**config.mk**
```make
export PLATFORM = sky130hd
export DESIGN_NAME = usb_setup_stage
export DESIGN_NICKNAME = d
export VERILOG_FILES = /design/src/rtl/usb_setup_pkg.sv /design/src/rtl/setup_capture.sv /design/src/rtl/setup_decode.sv /design/src/rtl/setup_stage_fsm.sv /design/src/rtl/usb_setup_stage.sv
export SDC_FILE = /design/constraint.sdc
export NUM_CORES = 1
export LEC_CHECK = 0
export CORE_ASPECT_RATIO = 0.7
export CORE_MARGIN = 4
export CORE_UTILIZATION = 40
export DETAILED_ROUTE_END_ITERATION = 7
export DONT_BUFFER_PORTS = 1
export SETUP_SLACK_MARGIN = 0.15
export SLEW_MARGIN = 20
export SYNTH_ARGS = -nofsm -noshare
export SYNTH_HDL_FRONTEND = slang
export SYNTH_HIERARCHICAL = 1
export SYNTH_SLANG_ARGS = --single-unit
```
**constraint.sdc**
```tcl
create_clock -name clk -period 3.74 [get_ports clk]
set_input_delay 0.187 -clock clk [delete_from_list [all_inputs] [get_ports clk]]
set_output_delay 0.187 -clock clk [all_outputs]
set_load 0.03 [all_outputs]
```
**src/rtl/usb_setup_pkg.sv**
```systemverilog
// Package: shared widths, enums and request helpers for the setup-stage handler.
// Assumes requests are little-endian with the request-type byte received first.
package usb_setup_pkg;
    localparam int BYTE_W    = 8;
    localparam int REQ_BYTES = 8;
    localparam int CNT_W     = $clog2(REQ_BYTES + 2);

    typedef enum logic [1:0] {
        ST_IDLE   = 2'd0,
        ST_DATAIN = 2'd1,
        ST_RX_ERR = 2'd2
    } stage_status_e;

    typedef enum logic [1:0] {
        XF_NODATA = 2'd0,
        XF_WRITE  = 2'd1,
        XF_READ   = 2'd2
    } xfer_kind_e;

    // Byte i of the packet lands at bits [8i+7:8i]; last member is the LSB.
    typedef struct packed {
        logic [15:0] length;
        logic [15:0] index;
        logic [15:0] value;
        logic [7:0]  code;
        logic [7:0]  rtype;
    } setup_req_t;

    localparam logic [7:0] CODE_GET_STATUS    = 8'd0;
    localparam logic [7:0] CODE_CLEAR_FEATURE = 8'd1;
    localparam logic [7:0] CODE_SET_ADDRESS   = 8'd5;
    localparam logic [7:0] CODE_SET_CONFIG    = 8'd9;

    // True when a request is a standard one that hardware completes alone.
    function automatic logic is_hw_req(input logic [7:0] rtype, input logic [7:0] code);
        logic std;
        std = (rtype[6:5] == 2'b00);
        return std && (code == CODE_GET_STATUS || code == CODE_CLEAR_FEATURE ||
                       code == CODE_SET_ADDRESS || code == CODE_SET_CONFIG);
    endfunction
endpackage

```
**src/rtl/setup_capture.sv**
```systemverilog
// Collects the request bytes of a packet into a shadow buffer, counts them,
// and copies the shadow into the visible field registers on commit.
// Assumes rx_sop and rx_eop carry no byte and in_pkt comes from the stage FSM.
module setup_capture
    import usb_setup_pkg::*;
(
    input  logic              clk,
    input  logic              rst_n,
    input  logic              in_pkt,
    input  logic              rx_sop,
    input  logic              rx_valid,
    input  logic [BYTE_W-1:0] rx_data,
    input  logic              commit,
    output logic              len_ok,
    output setup_req_t        shadow,
    output setup_req_t        req
);
    logic [CNT_W-1:0] cnt;
    logic [REQ_BYTES-1:0][BYTE_W-1:0] sh_bytes;
    logic take;

    assign take = in_pkt && rx_valid && !rx_sop;

    // Byte counter: restarts on sop, saturates one past the request size.
    always_ff @(posedge clk) begin
        if (!rst_n)
            cnt <= '0;
        else if (rx_sop)
            cnt <= '0;
        else if (take && cnt <= CNT_W'(REQ_BYTES))
            cnt <= cnt + 1'b1;
    end

    // One shadow lane per request byte, written when the counter points at it.
    for (genvar g = 0; g < REQ_BYTES; g++) begin : g_lane
        always_ff @(posedge clk) begin
            if (!rst_n)
                sh_bytes[g] <= '0;
            else if (take && cnt == CNT_W'(g))
                sh_bytes[g] <= rx_data;
        end
    end

    assign shadow = sh_bytes;
    assign len_ok = (cnt == CNT_W'(REQ_BYTES));

    // Visible field registers: loaded only when the FSM accepts the packet.
    always_ff @(posedge clk) begin
        if (!rst_n)
            req <= '0;
        else if (commit)
            req <= shadow;
    end

    AST_FIELDS_HOLD: assert property (@(posedge clk) disable iff (!rst_n)
        !commit |=> $stable(req));
endmodule

```
**src/rtl/setup_decode.sv**
```systemverilog
// Derives transfer type and hardware/software ownership from the accepted request.
// Purely combinational; assumes req is stable between accepted packets.
module setup_decode
    import usb_setup_pkg::*;
(
    input  setup_req_t req,
    output xfer_kind_e xfer_kind,
    output logic       hw_handled
);
    // Transfer type from length and direction bit.
    always_comb begin
        if (req.length == '0)
            xfer_kind = XF_NODATA;
        else if (req.rtype[7])
            xfer_kind = XF_READ;
        else
            xfer_kind = XF_WRITE;
    end

    // Ownership from request-type class bits and request code.
    always_comb hw_handled = is_hw_req(req.rtype, req.code);
endmodule

```
**src/rtl/setup_stage_fsm.sv**
```systemverilog
// Tracks packet framing, judges the packet at end of packet, and drives the
// handshake, interrupt, sticky flag, stage status and data toggle.
// Assumes sw_req reflects the shadow request in the end-of-packet cycle.
module setup_stage_fsm
    import usb_setup_pkg::*;
(
    input  logic          clk,
    input  logic          rst_n,
    input  logic          rx_sop,
    input  logic          rx_eop,
    input  logic          crc_ok,
    input  logic          tog_ok,
    input  logic          len_ok,
    input  logic          sw_req,
    input  logic          irq_clear,
    output logic          in_pkt,
    output logic          commit,
    output logic          ack_req,
    output logic          irq_pulse,
    output logic          irq_flag,
    output stage_status_e stage_status,
    output logic          data_toggle
);
    typedef enum logic {FSM_IDLE, FSM_RECV} fsm_e;
    fsm_e state;
    logic eop_seen, good, bad;

    assign eop_seen = (state == FSM_RECV) && rx_eop && !rx_sop;
    assign good     = eop_seen && len_ok && crc_ok && tog_ok;
    assign bad      = eop_seen && !good;
    assign in_pkt   = (state == FSM_RECV);
    assign commit   = good;

    // Framing state: sop opens a packet, eop closes it.
    always_ff @(posedge clk) begin
        if (!rst_n)
            state <= FSM_IDLE;
        else if (rx_sop)
            state <= FSM_RECV;
        else if (rx_eop)
            state <= FSM_IDLE;
    end

    // One-cycle handshake and interrupt pulses.
    always_ff @(posedge clk) begin
        if (!rst_n) begin
            ack_req   <= 1'b0;
            irq_pulse <= 1'b0;
        end else begin
            ack_req   <= good;
            irq_pulse <= good && sw_req;
        end
    end

    // Stage status and toggle prepared for the next stage.
    always_ff @(posedge clk) begin
        if (!rst_n) begin
            stage_status <= ST_IDLE;
            data_toggle  <= 1'b0;
        end else if (good) begin
            stage_status <= ST_DATAIN;
            data_toggle  <= 1'b1;
        end else if (bad) begin
            stage_status <= ST_RX_ERR;
        end
    end

    // Sticky interrupt flag; a new interrupt wins over a clear.
    always_ff @(posedge clk) begin
        if (!rst_n)
            irq_flag <= 1'b0;
        else if (good && sw_req)
            irq_flag <= 1'b1;
        else if (irq_clear)
            irq_flag <= 1'b0;
    end

    AST_ACK_ONE_CYCLE: assert property (@(posedge clk) disable iff (!rst_n)
        ack_req |=> !ack_req);
    AST_ERR_SILENT: assert property (@(posedge clk) disable iff (!rst_n)
        bad |=> (!ack_req && !irq_pulse && stage_status == ST_RX_ERR));
    AST_ACK_DATAIN: assert property (@(posedge clk) disable iff (!rst_n)
        ack_req |-> (stage_status == ST_DATAIN && data_toggle));
    AST_IRQ_WITH_ACK: assert property (@(posedge clk) disable iff (!rst_n)
        irq_pulse |-> ack_req);
    AST_FLAG_RISE: assert property (@(posedge clk) disable iff (!rst_n)
        $rose(irq_flag) |-> irq_pulse);
endmodule

```
**src/rtl/usb_setup_stage.sv**
```systemverilog
// Top of the SETUP-stage handler: capture, decode and stage FSM.
// Assumes a single control endpoint and an engine that reports CRC and toggle at eop.
module usb_setup_stage
    import usb_setup_pkg::*;
(
    input  logic              clk,
    input  logic              rst_n,
    input  logic              rx_sop,
    input  logic              rx_valid,
    input  logic [BYTE_W-1:0] rx_data,
    input  logic              rx_eop,
    input  logic              rx_crc_ok,
    input  logic              rx_toggle_ok,
    input  logic              irq_clear,
    output logic [7:0]        req_type,
    output logic [7:0]        req_code,
    output logic [15:0]       req_value,
    output logic [15:0]       req_index,
    output logic [15:0]       req_length,
    output logic [1:0]        xfer_kind,
    output logic              hw_handled,
    output logic              ack_req,
    output logic              setup_irq,
    output logic              setup_irq_flag,
    output logic [1:0]        stage_status,
    output logic              data_toggle
);
    setup_req_t    shadow, req;
    logic          in_pkt, commit, len_ok, sw_req;
    xfer_kind_e    kind;
    stage_status_e status;

    // Software ownership judged on the shadow request at end of packet.
    always_comb sw_req = !is_hw_req(shadow.rtype, shadow.code);

    setup_capture u_capture (
        .clk      (clk),
        .rst_n    (rst_n),
        .in_pkt   (in_pkt),
        .rx_sop   (rx_sop),
        .rx_valid (rx_valid),
        .rx_data  (rx_data),
        .commit   (commit),
        .len_ok   (len_ok),
        .shadow   (shadow),
        .req      (req)
    );

    setup_decode u_decode (
        .req        (req),
        .xfer_kind  (kind),
        .hw_handled (hw_handled)
    );

    setup_stage_fsm u_fsm (
        .clk          (clk),
        .rst_n        (rst_n),
        .rx_sop       (rx_sop),
        .rx_eop       (rx_eop),
        .crc_ok       (rx_crc_ok),
        .tog_ok       (rx_toggle_ok),
        .len_ok       (len_ok),
        .sw_req       (sw_req),
        .irq_clear    (irq_clear),
        .in_pkt       (in_pkt),
        .commit       (commit),
        .ack_req      (ack_req),
        .irq_pulse    (setup_irq),
        .irq_flag     (setup_irq_flag),
        .stage_status (status),
        .data_toggle  (data_toggle)
    );

    assign req_type     = req.rtype;
    assign req_code     = req.code;
    assign req_value    = req.value;
    assign req_index    = req.index;
    assign req_length   = req.length;
    assign xfer_kind    = kind;
    assign stage_status = status;

    AST_HW_NO_IRQ: assert property (@(posedge clk) disable iff (!rst_n)
        setup_irq |-> !hw_handled);
endmodule

```
==> results of run 1 <==
[flip-flops by register name, indices dropped and copies added, names as in the netlist]
register            flops
u_capture/cnt           4
u_capture/req          64
u_capture/shadow       64
u_fsm/ack_req           1
u_fsm/data_toggle       1
u_fsm/in_pkt            1
u_fsm/irq_flag          1
u_fsm/irq_pulse         1
u_fsm/stage_status      2
[per-stage QoR]
| step | power (uW) | setup WS, ps | std cells |
|---|---|---|---|
| after global routing | 3170 | 1340 | 696 |
| after floorplan | 1570 | 1850 | 503 |
| after global placement | 1570 | 1670 | 659 |
| final | 3060 | 1490 | 696 |
| after CTS | 3100 | 1490 | 696 |
| after detailed placement | 1570 | 1490 | 659 |
[area by class of cell]
type                       instances  share of cell area
clock inverter                     9              0.0107
clock buffer                      23              0.0783
inverter                           9             0.00553
timing repair buffer               7              0.0156
sequential                       139               0.456
multi-input combinational        324               0.396
tap                              185              0.0379
[metal layers]
layer / track usage / vias to the layer above
li1: - / 1680
met1: 0.209 / 1640
met2: 0.229 / 94
met3: 0.0653 / 14
met4: 0.0532 / 0
met5: 0 / -
[synthesized netlist by cell type, drive strengths merged]
master	number
maj3	1
a31oi	1
a211oi	1
nand4	1
and3	8
and3b	1
clkbuf	13
nor3b	1
a41oi	2
o21a	2
and2b	1
nor4	5
nand2b	3
nand3b	1
mux2i	130
a21boi	1
or4	1
and2	2
a31o	1
a21oi	3
buf	18
ha	4
nand3	2
nor2b	65
o21ai	1
nor3	4
dfxtp	139
nor2	5
nand2	77
inv	9
[how the worst min path moves through the flow]
stage / end / start / cells past startpoint / slack (ps)
floorplan: u_fsm/in_pkt / rx_sop / 2 / 300
global placement: u_fsm/in_pkt / rx_sop / 2 / 310
detailed placement: u_fsm/data_toggle / rst_n / 1 / 320
CTS: u_fsm/ack_req / rx_sop / 2 / 10
global route: u_fsm/ack_req / rx_sop / 2 / 20
finish: u_fsm/irq_flag / irq_clear / 2 / 30
[report_power, final]
| part | internal, uW | switching, uW |
|---|---|---|
| logic | 24.6 | 47.6 |
| clock network | 901 | 602 |
| registers | 1480 | 3.84 |
| total | 2410 | 653 |
[cells by family (layout without fill, tap and decap cells)]
logic type,after synthesis,in the layout
DFF,139,139
buffers and inverters,40,48
muxes,130,130
AOI/OAI and AO/OA,12,12
and+or+nand+nor,177,177
adders and majority gates,5,5
[layout by cell type (no fill, tap or decap), types with 2 or more instances in the layout]
cell type / count
ha_1: 4
nor2_1: 4
clkbuf_1: 3
clkbuf_16: 17
nor3_1: 3
inv_1: 9
nand2b_1: 3
a21oi_1: 3
clkinv_2: 3
nand3_1: 2
mux2i_1: 130
dlygate4sd3_1: 4
nor4_1: 5
clkbuf_8: 3
nand2_1: 77
clkinvlp_4: 2
a41oi_1: 2
and3_4: 7
dfxtp_1: 139
clkinv_4: 3
nor2b_1: 64
o21a_1: 2
[repair_timing]
action                                 in CTS  in global routing
endpoints found under the hold margin     136                  0
gates resized for setup                     0                  0
hold buffers                                5                  0
==> out/metrics.yaml, run 1 <==
logic_synthesis:
  synth_top_area_cell: "dfxtp_1"
  synthAdderAreaFrac: 0.0110
  synth_area_um2: 5440
  synth-xor-area-share: 0
  netlist_instances: 503
  synth.net_count: 523
  synth_cell_types: 37
  muxShareOfSynthArea: 0.239
  synth_top_family_by_area: "multiplexers"
  ys_seq_elements: 139
  synth_compound_area_frac: 0.0159
  netlist_top_cells_area: "dfxtp_1 51%, mux2i_1 24%, nor2b_1 7.4%"
  netlist.area_leader.share: 0.511
  yosysWarnings: 6
  seq_area_frac_synth: 0.511
  synthSimpleGateAreaFrac: 0.178
  syn_area_per_cell_um2: 10.8
clock_network:
  tritoncts: "done"
  htree_levels: 4
  clk_latency_ps: 410
  cts_buffer_depth: 2
  clkSinkCount: 139
  root_buffer: "clkbuf_16"
  post_cts_buffers: 0
  clk_pin_slew_ps: 60
  cts_made_buffers: 17
pwr:
  p_leak_uw: 0.00196
  ir_drop_mv: 0.289
  power.density_nw_per_um2: 502
worst_setup_path:
  regToRegEndpoint: "u_capture/req[13]"
  critical-path-max-stage-delay_ps: 480
  startpoint_type: "flip-flop"
  cp_top_family: "simple AND/OR/NAND/NOR gates"
  path_class: "flip-flop to flip-flop"
  path_cells: "inv_1 -> ha_1 -> nand2b_1 -> nor2_1 -> nand3_1 -> nor2_4 -> buf_4 -> mux2i_1 -> nor2b_1"
  startpoint: "u_capture/cnt[0]"
  r2r_start: "u_capture/cnt[0]"
  crit_buf_inv: 2
  path_depth: 9
  crit_arrival_ps: 2540
  path_max_fanout: 33
  cp.required_ps: 4030
  critical_path.endpoint_type: "flip-flop"
  r2r.worst_path.cells: 9
  slowest_stage: "buf_4"
  reg2reg_slack_ps: 1490
  endpoint: "u_capture/req[13]"
sta:
  rsz0062_at_grt: "no"
  timing.final.crit_share: 0.602
  hold_viol_final: 0
  setup_tns_ps: 0
  slew_headroom: 0.486
  setup_viol: 0
  hold_slack_ps: 30.2
  finalClockSkew_ps: 11.1
  min_period_ps: 2250
  fmax_mhz: 444
  worstMarginPinSlew_ps: 761
  report.final.slew_viol_count: 0
routing:
  routedWlPerCell_um: 17.0
  wl_um: 11900
  top_layer: "met4"
  first_pass_iters: 5
  vias_per_cell: 4.93
  wl_met3_um: 866
  wl_met2_um: 5130
  wl_met1_um: 5660
  antenna_left: 0
  drc_errors: 0
  drtIter0Drc: 142
  via_count: 3428
floorplanning:
  coreArea_um2: 13200
  die_w_um: 147
  io_pins: 89
  dieArea_um2: 15600
  initial_core_util: 0.411
  die-height_um: 106
  rows: 35
layout:
  num_antenna_cells: 0
  seqCellArea_um2: 2780
  utilization: 0.462
  multi_input_area_um2: 2420
  fin_area_um2: 6100
  nNetsFinal: 518
  syn_to_final_growth_pct: 12.2
  fillCellCount: 1256
  layout-drive-gt1-share: 0.0861
global_route:
  grt_antenna_before_repair: 0
  track_usage: 0.157
  grt_pass1_wl_um: 18800
  grt_max_degree: 133
  grt_pass1_vias: 3357
  grt-ovfl-total: 0
placement:
  portBuffers: 0
  place_area_um2: 5490
  gp_congestion: 0.718
  place_hpwl_um: 7590
run:
  maxCapViolCount: 0
outcome:
  status: "complete, no violations"
min_path:
  hold_path.class: "input pin to flip-flop"
No activity file was read; power rests on OpenSTA's default activity.
==> run 2: changes to the inputs <==
==> constraint.sdc (replaced) <==
create_clock -name clk -period 1.8 [get_ports clk]
set_input_delay 0.09 -clock clk [delete_from_list [all_inputs] [get_ports clk]]
set_output_delay 0.09 -clock clk [all_outputs]
set_load 0.03 [all_outputs]
==> out/metrics.yaml, run 2 (same netlist as run 1, synthesis figures left out) <==
worst_setup_path:
  path_max_fanout: 5
  path_class: "flip-flop to flip-flop"
  crit_arrival_ps: 2010
  critical_path.endpoint_type: "flip-flop"
  cp.required_ps: 2110
  startpoint_type: "flip-flop"
layout:
  layout-drive-gt1-share: 0.193
  nNetsFinal: 581
  multi_input_area_um2: 2550
  fillCellCount: 1167
  fin_area_um2: 7090
  syn_to_final_growth_pct: 30.4
  num_antenna_cells: 0
  seqCellArea_um2: 2810
  final_cell_mix: "126 x mux2i_1, 123 x dfxtp_1, 77 x nand2_1, 64 x nor2b_1, 35 x dlygate4sd3_1"
  final_common_cell: "mux2i_1"
  utilization: 0.536
run:
  maxCapViolCount: 0
sta:
  hold_viol_final: 0
  worstMarginPinSlew_ps: 589
  fmax_mhz: 589
  setup_viol: 0
  hold_slack_ps: 16.0
  timing.final.crit_share: 0.943
  min_period_ps: 1700
  slew_headroom: 0.606
  rsz0062_at_grt: "yes"
  setup_tns_ps: 0
  finalClockSkew_ps: 16.4
  report.final.slew_viol_count: 0
routing:
  routedWlPerCell_um: 18.7
  antenna_left: 0
  drtIter0Drc: 234
  via_count: 3794
  vias_per_cell: 5.00
  first_pass_iters: 4
  wl_um: 14200
  drc_errors: 0
placement:
  place_area_um2: 5630
  gp_congestion: 0.692
  place_hpwl_um: 7770
  portBuffers: 0
floorplanning:
  die_w_um: 147
  dieArea_um2: 15600
  coreArea_um2: 13200
  initial_core_util: 0.411
  die-height_um: 106
  rows: 35
  io_pins: 89
pwr:
  power_uw: 6830
  p_leak_uw: 0.00230
  power.density_nw_per_um2: 963
  ir_drop_mv: 0.665
global_route:
  grt_antenna_before_repair: 0
  grt_pass1_vias: 3838
  grt_max_degree: 103
  track_usage: 0.182
  grt-ovfl-total: 0
  grt_pass1_wl_um: 21600
outcome:
  status: "complete, no violations"
clock_network:
  clk_latency_ps: 420
  cts_buffer_depth: 2
  htree_levels: 4
  cts_made_buffers: 17
  clk_pin_slew_ps: 60
  root_buffer: "clkbuf_16"
  tritoncts: "done"
  clkSinkCount: 139
min_path:
  hold_path.class: "input pin to flip-flop"
## run 2: changes by cell type in the layout (fill, tap and decap cells not counted), sizes merged
cell and delta:
dlygate4sd3 +31, buf +29, bufinv +3, clkbuf +2, clkinv -2, clkinvlp +1, inv -1
## run 2: final timing paths
| path | startpoint | slack (ps) | end | cells past startpoint |
|---|---|---|---|---|
| max reg2reg | u_capture/cnt[1] | 100 | u_capture/req[37] | 11 |
| min reg2reg | u_capture/shadow[47] | 460 | u_capture/shadow[47] | 2 |
| min | rx_crc_ok | 20 | u_fsm/ack_req | 4 |
| max | u_capture/cnt[1] | 100 | u_capture/req[37] | 11 |
## run 2: routing by layer
layer / GRT usage / up-vias / part of all wire
met2: 0.284 / 98 / 0.45
met5: 0 / - / 0
met3: 0.0640 / 10 / 0.074
met4: 0.0605 / 0 / 0.0079
li1: - / 1818 / -
met1: 0.236 / 1868 / 0.47
## run 2: final cells by class
class	instances	area share
flip-flops and latches	139	0.396
multi-input cells	324	0.359
repair buffers	70	0.120
clock buffers	22	0.0669
well taps	185	0.0326
clock inverters	10	0.0198
inverters	9	0.00476
## run 2: critical path, cell delays in order (launching register included)
cell       delay [ps]
dfxtp_2           320
inv_2              70
ha_4              150
nand2b_4           60
nor2_4             80
nand3_2           100
nor2_4            160
buf_6             150
buf_12            120
clkbuf_16         140
mux2i_1           170
nor2b_1            60
## run 2: what timing repair did
item | 4_1_cts | 5_1_grt
endpoints found under the setup margin | 49 | 67
hold buffers | 36 | 0
pin swaps | 5 | 7
hold endpoints to repair | 137 | 0
resized for setup | 24 | 20
gates cloned | 5 | 3
setup buffers | 7 | 5
## run 2: report_power, final
| part | internal (uW) | total, uW | leakage, uW | switching, uW |
|---|---|---|---|---|
| Clock | 2290 | 3590 | 0.000292 | 1310 |
| Sequential | 3080 | 3090 | 0.00113 | 7.59 |
| Combinational | 55.6 | 148 | 0.000878 | 92.7 |
| Total | 5420 | 6830 | 0.00230 | 1410 |
## run 2: metrics by stage
stage | std cells | setup slack (ps)
finish | 759 | 103
global route | 759 | 22.2
CTS | 751 | 108
detailed placement | 671 | -11.7
global placement | 671 | 87.6
floorplan | 503 | 126
==> run 3: changes to the inputs <==
--- a/config.mk
+++ b/config.mk
@@ -5,11 +5,15 @@
 export SDC_FILE = /design/constraint.sdc
 export NUM_CORES = 1
 export LEC_CHECK = 0
+export CAP_MARGIN = 40
+export CELL_PAD_IN_SITES_DETAIL_PLACEMENT = 0
+export CELL_PAD_IN_SITES_GLOBAL_PLACEMENT = 2
 export CORE_ASPECT_RATIO = 0.7
 export CORE_MARGIN = 4
-export CORE_UTILIZATION = 40
+export CORE_UTILIZATION = 36
 export DETAILED_ROUTE_END_ITERATION = 7
 export DONT_BUFFER_PORTS = 1
+export PLACE_DENSITY_LB_ADDON = 0.1
 export SETUP_SLACK_MARGIN = 0.15
 export SLEW_MARGIN = 20
 export SYNTH_ARGS = -nofsm -noshare
==> out/metrics.yaml, run 3 (same netlist as run 1, synthesis figures left out) <==
worst_setup_path:
  r2r.worst_path.cells: 12
  crit_arrival_ps: 2050
  path_max_fanout: 8
  reg2reg_slack_ps: 50
  critical_path.endpoint_type: "flip-flop"
  cp.required_ps: 2100
  startpoint: "u_capture/cnt[0]"
  startpoint_type: "flip-flop"
  r2r_start: "u_capture/cnt[0]"
  regToRegEndpoint: "u_capture/req[6]"
  path_class: "flip-flop to flip-flop"
sta:
  fmax_mhz: 571
  min_period_ps: 1750
  hold_slack_ps: 34.5
  finalClockSkew_ps: 5.41
  worst_slack_ps: 50.0
  report.final.slew_viol_count: 0
  setup_viol: 0
  slew_headroom: 0.612
  rsz0062_at_grt: "yes"
  hold_viol_final: 0
  timing.final.crit_share: 0.972
  worstMarginPinSlew_ps: 581
placement:
  pre_cts_ws_ps: -10.2
  gp_congestion: 0.717
  place_area_um2: 5620
  portBuffers: 0
  place_hpwl_um: 7930
clock_network:
  cts_made_buffers: 17
  clk_latency_ps: 410
  htree_levels: 4
  clkSinkCount: 139
  cts_buffer_depth: 2
  tritoncts: "done"
  clk_pin_slew_ps: 60
  root_buffer: "clkbuf_16"
global_route:
  grt_use_met1: 0.229
  grtUsageMet3: 0.0648
  grt-ovfl-total: 0
  grt_pass1_wl_um: 22800
  track_usage: 0.172
  grt_max_degree: 104
  use_met2: 0.260
  grt_pass1_vias: 3962
  busiest_layer: "met2"
  grt_antenna_before_repair: 0
routing:
  via_count: 3708
  vias_per_cell: 4.79
  routedWlPerCell_um: 19.1
  wl_um: 14800
  drtIter0Drc: 199
  first_pass_iters: 4
  drc_errors: 0
  antenna_left: 0
min_path:
  min_to: "u_capture/cnt[1]"
  min_path_cells: 3
  hold_path.class: "input pin to flip-flop"
  holdCritStartpoint: "rst_n"
floorplanning:
  initial_core_util: 0.368
  io_pins: 89
  rows: 37
  dieArea_um2: 17200
  coreArea_um2: 14800
  die-height_um: 111
  die_w_um: 155
pwr:
  p_leak_uw: 0.00234
  ir_drop_mv: 0.576
  power.density_nw_per_um2: 959
outcome:
  status: "complete, no violations"
layout:
  nNetsFinal: 586
  fillCellCount: 1365
  fin_area_um2: 7170
  seqCellArea_um2: 2810
  final_cell_mix: "126 x mux2i_1, 124 x dfxtp_1, 77 x nand2_1, 64 x nor2b_1, 34 x dlygate4sd3_1"
  final_common_cell: "mux2i_1"
  syn_to_final_growth_pct: 31.8
  layout-drive-gt1-share: 0.199
  num_antenna_cells: 0
  multi_input_area_um2: 2550
  utilization: 0.486
run:
  maxCapViolCount: 0
-- run 3: cell type report --
class                           count  area share
Multi-Input combinational cell    324       0.356
Tap cell                          195      0.0340
Inverter                            9     0.00506
Timing Repair Buffer               75       0.127
Clock buffer                       20      0.0623
Sequential cell                   139       0.392
Clock inverter                     12      0.0239
-- run 3: layer usage --
layer	vias up	wire [um]
met5	-	0
met4	0	122
met3	10	924
met2	69	6570
met1	1802	7140
li1	1827	-
-- run 3: how the worst max path moves through the flow --
stage	to	slack (ps)	depth (start not counted)
floorplan	u_capture/req[10]	130	10
global placement	u_capture/req[32]	50	9
detailed placement	u_capture/req[18]	-10	9
CTS	u_capture/req[12]	50	12
global route	u_capture/req[14]	-50	12
finish	u_capture/req[6]	50	12
-- run 3: what timing repair did --
action | CTS | global route
endpoints found under the setup margin | 67 | 72
setup buffers | 16 | 4
endpoints found under the hold margin | 137 | 0
hold buffers | 35 | 0
gates cloned | 4 | 4
pin swaps | 5 | 4
gates resized for setup | 29 | 20
-- run 3: critical path, cell delays in order (launching register included) --
cell and delay (ps):
dfxtp_2 320, inv_2 70, ha_4 150, nand2b_4 60, nor2_4 100, nand3_4 90, nor2_4 170, buf_6 130
buf_6 90, buf_12 90, buf_16 130, mux2i_1 180, nor2b_1 60
-- run 3: per-stage QoR --
step           setup TNS (ps)  cells  power, uW
3_5_place_dp            -11.5    679       3260
5_1_grt                  -163    774       7130
6_report                    0    774       6880
2_1_floorplan               0    503       3260
4_1_cts                     0    766       6970
3_3_place_gp                0    679       3260
-- run 3: where the power goes --
group	switching, uW	internal [uW]
clock	1300	2350
combinational	92.8	55.5
sequential	7.93	3080
total	1400	5480
